### config.mk
export PLATFORM = sky130hd
export DESIGN_NAME = link_bringup_seq
export DESIGN_NICKNAME = d
export VERILOG_FILES = /design/src/rtl/link_bringup_pkg.sv /design/src/rtl/bringup_stage_timer.sv /design/src/rtl/bringup_err_latch.sv /design/src/rtl/bringup_fsm.sv /design/src/rtl/link_bringup_seq.sv
export SDC_FILE = /design/constraint.sdc
export NUM_CORES = 1
export LEC_CHECK = 0
export BUFFER_PORTS_ARGS = -buffer_cell sky130_fd_sc_hd__buf_4
export CORE_AREA = 2 2 65 67
export CTS_CLUSTER_DIAMETER = 60
export DETAILED_ROUTE_END_ITERATION = 6
export DIE_AREA = 0 0 67 69
export GPL_TIMING_DRIVEN = 0
export PLACE_DENSITY = 0.84
export REMOVE_ABC_BUFFERS = 1
export SKIP_CTS_REPAIR_TIMING = 1
export SLEW_MARGIN = 25
export SYNTH_ARGS = -nofsm -noshare
export SYNTH_HDL_FRONTEND = slang
export SYNTH_SLANG_ARGS = --single-unit
### constraint.sdc
create_clock -name clk_i -period 3.45 [get_ports clk_i]
set_input_delay 0.5175 -clock clk_i [delete_from_list [all_inputs] [get_ports clk_i]]
set_output_delay 0.5175 -clock clk_i [all_outputs]
set_load 0.02 [all_outputs]
### src/rtl/link_bringup_pkg.sv
package link_bringup_pkg;

  typedef enum logic [3:0] {
    ST_RESET = 4'd1,
    ST_CFG   = 4'd2,
    ST_ACK   = 4'd3,
    ST_AN    = 4'd4,
    ST_LT    = 4'd5,
    ST_TX    = 4'd6,
    ST_RX    = 4'd7,
    ST_UP    = 4'd8
  } stage_e;

  function automatic logic is_wait(stage_e s);
    return (s == ST_CFG) || (s == ST_ACK) || (s == ST_AN) ||
           (s == ST_LT)  || (s == ST_TX)  || (s == ST_RX);
  endfunction

  function automatic logic holds_reset(stage_e s);
    return (s == ST_RESET) || (s == ST_CFG) || (s == ST_ACK);
  endfunction

endpackage

### src/rtl/bringup_stage_timer.sv
module bringup_stage_timer #(
  parameter int TMO_W = 16
) (
  input  logic             clk_i,
  input  logic             rst_ni,
  input  logic             clear_i,
  input  logic             run_i,
  input  logic [TMO_W-1:0] limit_i,
  output logic             expire_o
);
  localparam logic [TMO_W-1:0] CntMax = '1;

  logic [TMO_W-1:0] cnt_q;

  always_ff @(posedge clk_i or negedge rst_ni) begin
    if (!rst_ni)                       cnt_q <= '0;
    else if (clear_i)                  cnt_q <= '0;
    else if (run_i && cnt_q != CntMax) cnt_q <= cnt_q + 1'b1;
  end

  // expire on the limit-th edge spent in the stage
  assign expire_o = run_i && (limit_i != '0) && (cnt_q == limit_i - 1'b1);

  // an expiry always forces a stage change, so the count restarts
  a_r9_expire_restarts: assert property (@(posedge clk_i) disable iff (!rst_ni)
    expire_o |=> (cnt_q == '0));

endmodule

### src/rtl/bringup_err_latch.sv
module bringup_err_latch (
  input  logic       clk_i,
  input  logic       rst_ni,
  input  logic       set_i,
  input  logic [3:0] code_i,
  output logic       err_o,
  output logic [3:0] code_o
);
  always_ff @(posedge clk_i or negedge rst_ni) begin
    if (!rst_ni) begin
      err_o  <= 1'b0;
      code_o <= '0;
    end else if (set_i) begin
      err_o  <= 1'b1;
      code_o <= code_i;
    end
  end

  a_r9_err_sticky: assert property (@(posedge clk_i) disable iff (!rst_ni)
    err_o |=> err_o);

  a_r9_code_taken: assert property (@(posedge clk_i) disable iff (!rst_ni)
    set_i |=> (code_o == $past(code_i)));

endmodule

### src/rtl/bringup_fsm.sv
module bringup_fsm
  import link_bringup_pkg::*;
(
  input  logic   clk_i,
  input  logic   rst_ni,
  input  logic   restart_i,
  input  logic   expire_i,
  input  logic   cfg_loaded_i,
  input  logic   rst_ack_ni,
  input  logic   an_done_i,
  input  logic   lt_done_i,
  input  logic   tx_stable_i,
  input  logic   rx_ready_i,
  output stage_e stage_o,
  output logic   waiting_o,
  output logic   advance_o,
  output logic   timeout_o
);
  stage_e state_q, state_d;
  logic   cond;

  assign waiting_o = is_wait(state_q);

  always_comb begin
    cond = 1'b0;
    unique case (state_q)
      ST_CFG:  cond = cfg_loaded_i;
      ST_ACK:  cond = !rst_ack_ni;
      ST_AN:   cond = an_done_i;
      ST_LT:   cond = lt_done_i;
      ST_TX:   cond = tx_stable_i;
      ST_RX:   cond = rx_ready_i;
      default: cond = 1'b0;
    endcase
  end

  always_comb begin
    state_d   = state_q;
    timeout_o = 1'b0;
    if (state_q == ST_RESET) begin
      state_d = ST_CFG;
    end else if (state_q == ST_UP) begin
      if (!(tx_stable_i && rx_ready_i)) state_d = ST_RESET;
    end else if (waiting_o) begin
      if (cond) begin
        state_d = stage_e'(4'(state_q) + 4'd1);
      end else if (expire_i) begin
        state_d   = ST_RESET;
        timeout_o = 1'b1;
      end
    end else begin
      state_d = ST_RESET;
    end
    if (restart_i) begin
      state_d   = ST_RESET;
      timeout_o = 1'b0;
    end
  end

  always_ff @(posedge clk_i or negedge rst_ni) begin
    if (!rst_ni) state_q <= ST_RESET;
    else         state_q <= state_d;
  end

  assign stage_o   = state_q;
  assign advance_o = (state_d != state_q);

  a_r10_restart: assert property (@(posedge clk_i) disable iff (!rst_ni)
    restart_i |=> (state_q == ST_RESET));

  a_r4_ack_low: assert property (@(posedge clk_i) disable iff (!rst_ni)
    (state_q == ST_AN && $past(state_q) == ST_ACK) |-> !$past(rst_ack_ni));

  a_r5_an_before_lt: assert property (@(posedge clk_i) disable iff (!rst_ni)
    (state_q == ST_LT && $past(state_q) == ST_AN) |-> $past(an_done_i));

  a_r8_legal_code: assert property (@(posedge clk_i) disable iff (!rst_ni)
    (4'(state_q) >= 4'd1) && (4'(state_q) <= 4'd8));

endmodule

### src/rtl/link_bringup_seq.sv
module link_bringup_seq
  import link_bringup_pkg::*;
#(
  parameter int TMO_W = 16
) (
  input  logic             clk_i,
  input  logic             rst_ni,
  input  logic             rst_req_i,
  input  logic             reconfig_req_i,
  input  logic [TMO_W-1:0] timeout_i,
  input  logic             cfg_loaded_i,
  input  logic             rst_ack_ni,
  input  logic             an_done_i,
  input  logic             lt_done_i,
  input  logic             tx_lanes_stable_i,
  input  logic             rx_pcs_ready_i,
  output logic             core_rst_o,
  output logic             anlt_rst_o,
  output logic             reconfig_rst_o,
  output logic             link_ready_o,
  output logic [3:0]       stage_o,
  output logic             err_o,
  output logic [3:0]       err_stage_o
);
  stage_e stage;
  logic   waiting, advance, timeout, expire, restart;

  assign restart = rst_req_i | reconfig_req_i;

  bringup_fsm u_fsm (
    .clk_i        (clk_i),
    .rst_ni       (rst_ni),
    .restart_i    (restart),
    .expire_i     (expire),
    .cfg_loaded_i (cfg_loaded_i),
    .rst_ack_ni   (rst_ack_ni),
    .an_done_i    (an_done_i),
    .lt_done_i    (lt_done_i),
    .tx_stable_i  (tx_lanes_stable_i),
    .rx_ready_i   (rx_pcs_ready_i),
    .stage_o      (stage),
    .waiting_o    (waiting),
    .advance_o    (advance),
    .timeout_o    (timeout)
  );

  bringup_stage_timer #(.TMO_W(TMO_W)) u_timer (
    .clk_i    (clk_i),
    .rst_ni   (rst_ni),
    .clear_i  (advance),
    .run_i    (waiting),
    .limit_i  (timeout_i),
    .expire_o (expire)
  );

  bringup_err_latch u_err (
    .clk_i  (clk_i),
    .rst_ni (rst_ni),
    .set_i  (timeout),
    .code_i (4'(stage)),
    .err_o  (err_o),
    .code_o (err_stage_o)
  );

  assign core_rst_o     = holds_reset(stage);
  assign anlt_rst_o     = holds_reset(stage);
  assign reconfig_rst_o = holds_reset(stage);
  assign link_ready_o   = (stage == ST_UP);
  assign stage_o        = 4'(stage);

  a_r6_up_needs_rx: assert property (@(posedge clk_i) disable iff (!rst_ni)
    $rose(link_ready_o) |-> $past(rx_pcs_ready_i));

  a_r7_drop_on_loss: assert property (@(posedge clk_i) disable iff (!rst_ni)
    (link_ready_o && !(tx_lanes_stable_i && rx_pcs_ready_i)) |=>
      (!link_ready_o && stage_o == 4'd1));

  a_r2_released_when_up: assert property (@(posedge clk_i) disable iff (!rst_ni)
    link_ready_o |-> (!core_rst_o && !anlt_rst_o && !reconfig_rst_o));

  a_r10_no_err_on_req: assert property (@(posedge clk_i) disable iff (!rst_ni)
    (restart && !err_o) |=> !err_o);

endmodule

==> results.toml <==
[job]
drv_cap = 0

[setup_path]
slowest_delay_ps = 500
crit_chain = "buf_4, inv_1, ha_1, nor2b_1, and3_1, mux2i_1, nor3_1, or4_1, or3_4, nor4_4, mux2_2"
critPathLaunchType = "input pin"
endpoint_kind = "register"
cp_max_fo = 5
critPathKind = "in2reg"
cpMaxStageDelayCell = "or4_1"
required_ps = 3610
crit_arrival_ps = 3420
crit_family = "simple AND/OR/NAND/NOR gates"
worst-path-buf-inv = 2

[finish]
multi_input_area_um2 = 1410
fin_nets = 314
drive_gt1_frac = 0.196
antennaDiodeCount = 0
area_delta_synth_final_pct = 16.3
seq_area_um2 = 627
fill_cells = 359

[synthesis]
yosysWarnings = 0
synth_area_leader_cell = "dfrtp_1"
ys_async_sr_fraction = 1.00
syn_avg_cell_area_um2 = 8.43
synth_edf_count = 0
synth.area.top_cells = "dfrtp_1 (28%), xor2_1 (7.1%), xnor2_1 (6.2%), nor2_1 (5.0%), ha_1 (4.2%)"
netlist_area_um2 = 2110
synthFlopType = "dfrtp_1"
synth_top_area_share = 0.285
synth_seq_area_share = 0.297
ys_ff_latch = 25
netlist_instances = 250
ys_types = 52

[placement]
port_buffers = 38
gp_congestion = 0.899
place_ws_ps = -183
dp_hpwl_mm = 3.85

[die]
fp-row-count = 23
die_w_um = 67
dieHeight_um = 69
die_area_um2 = 4620
core_area_um2 = 3910
initial_utilization = 0.539
io_pins = 39

[detailed_routing]
finalWirelength_mm = 5.06
drt_first_pass_iters = 5
vias_per_cell = 6.07
drt_iter0_markers = 201
vias = 2004
drc = 0
wl_per_cell_um = 15.3
ant_nets = 0

[timing]
period_needed_ps = 3260
final-hold-violation-count = 0
fmax_mhz = 307
setup_violations = 0
rsz0062_at_grt = "no"
finalWorstSetupSlack_ps = 188
worst-slew-pin-transition_ps = 783
slew_viol_final = 0
skew_ps = 1.91
setup-tns-final_ps = 0
fin_crit_sh = 0.945
max_slew_margin = 0.474

[clock_tree]
cts_sinks = 25
cts_tree = "done"
htreeDepth = 1
clk_pin_slew_ps = 80
clock_latency_ps = 270
cts_root_buf = "clkbuf_8"
clock_path_buffers = 2
numCtsBuffers = 3

[power]
p_sw_frac = 0.302
p_clk_frac = 0.264
peakVddDrop_mv = 0.184
p_sw_mw = 0.195
powerDensity_nw_per_um2 = 263
comb_power_share = 0.257
power.internal_mw = 0.450
pwr-share-seq = 0.478
p_leak_nw = 1.04

[grt]
grt_pass1_vias = 1819
grt_first_pass_wirelength_mm = 8.38
grt-ovfl-total = 0
grt_usage = 0.227
grt_max_degree = 26
antenna_found_initial = 0

[status]
status = "complete, no violations"

[worst_hold_path]
hp-class = "in2async"
==> synth_stat cells (2+ instances only) <==
cell type and number:
nor3_1 8, clkbuf_1 7, nor4_1 5, inv_1 6
nand3_1 12, nor3b_1 2, nand3b_1 4, nand2_1 14
xor2_1 17, o22ai_1 2, nor4_4 2, nand2b_1 3
mux2i_1 4, nand4_1 13, a21oi_1 11, ha_1 7
dfrtp_1 24, and3_1 10, a21o_1 2, nor4b_1 2
a211o_1 3, buf_4 4, mux2_2 4, a22oi_1 2
nor2_1 28, a31oi_1 2, o21a_1 3, o21ai_0 10
xnor2_1 15, a31o_2 2
==> metal layers <==
| layer | GRT usage | up-vias | part of all wire |
|---|---|---|---|
| met5 | 0 | - | 0 |
| met2 | 0.351 | 64 | 0.48 |
| li1 | - | 970 | - |
| met3 | 0.0179 | 5 | 0.062 |
| met1 | 0.328 | 965 | 0.45 |
| met4 | 0.0794 | 0 | 0.012 |
==> final timing paths <==
kind / depth (start not counted) / start / slack (ps) / to
max: 11 / timeout_i[0] / 190 / u_err.code_o[0]
min: 1 / rst_ni / 130 / u_timer.cnt_q[2]
max reg2reg: 10 / u_fsm.stage_o[1] / 330 / u_err.code_o[0]
min reg2reg: 1 / u_err.err_o / 480 / u_err.err_o
max in group asynchronous: 1 / rst_ni / 3030 / u_fsm.stage_o[0]
min in group clk_i: 1 / u_err.err_o / 480 / u_err.err_o
==> stage by stage <==
stage | power [mW] | hold slack [ps] | utilization | cell area (µm²) | cells
3_5_place_dp | 0.477 | 433 | 0.612 | 2390 | 326
6_report | 0.645 | 130 | 0.626 | 2450 | 330
2_1_floorplan | 0.404 | 222 | - | 2050 | 238
3_3_place_gp | 0.472 | 430 | 0.612 | 2390 | 326
4_1_cts | 0.646 | 137 | 0.623 | 2440 | 330
5_1_grt | 0.676 | 153 | 0.626 | 2450 | 330
==> layout make-up <==
class                      count  area share
multi-input combinational    207       0.575
sequential                    25       0.256
timing repair buffer          38       0.116
tap                           50      0.0255
clock buffer                   4      0.0184
inverter                       6     0.00919
==> power groups by stage <==
stage	clock, mW	combinational, mW	sequential [mW]
floorplan	0	0.0905	0.314
global placement	0	0.159	0.314
detailed placement	0	0.163	0.314
CTS	0.174	0.164	0.308
global route	0.183	0.183	0.310
finish	0.170	0.166	0.308
==> kinds of logic after synthesis <==
logic type,count (synthesis),share of synthesized area
AND/OR/NAND/NOR,113,0.299
AO/OA/AOI/OAI,47,0.149
XOR/XNOR,32,0.133
flip-flops,25,0.297
buffers and inverters,18,0.0398
multiplexers,8,0.0404
adder cells (fa/ha/maj),7,0.0415
==> placed cells by master (no fill, tap or decap), types with 4 or more instances in the layout <==
master | Yosys | final
buf_4 | 4 | 38
nor2_1 | 28 | 28
dfrtp_1 | 24 | 24
xor2_1 | 17 | 17
xnor2_1 | 15 | 15
nand2_1 | 14 | 14
nand4_1 | 13 | 13
nand3_1 | 12 | 12
and3_1 | 10 | 10
o21ai_0 | 10 | 10
a21oi_1 | 11 | 10
nor3_1 | 8 | 8
ha_1 | 7 | 7
inv_1 | 6 | 6
nor4_1 | 5 | 5
mux2i_1 | 4 | 4
nand3b_1 | 4 | 4
mux2_2 | 4 | 4
==> registers in the layout, summed over array words and instances, names as in the netlist <==
name	cells
u_err.err_o	1
u_timer.cnt_q	16
u_fsm.stage_o	4
u_err.code_o	4
(Power assumes the default switching activity.)
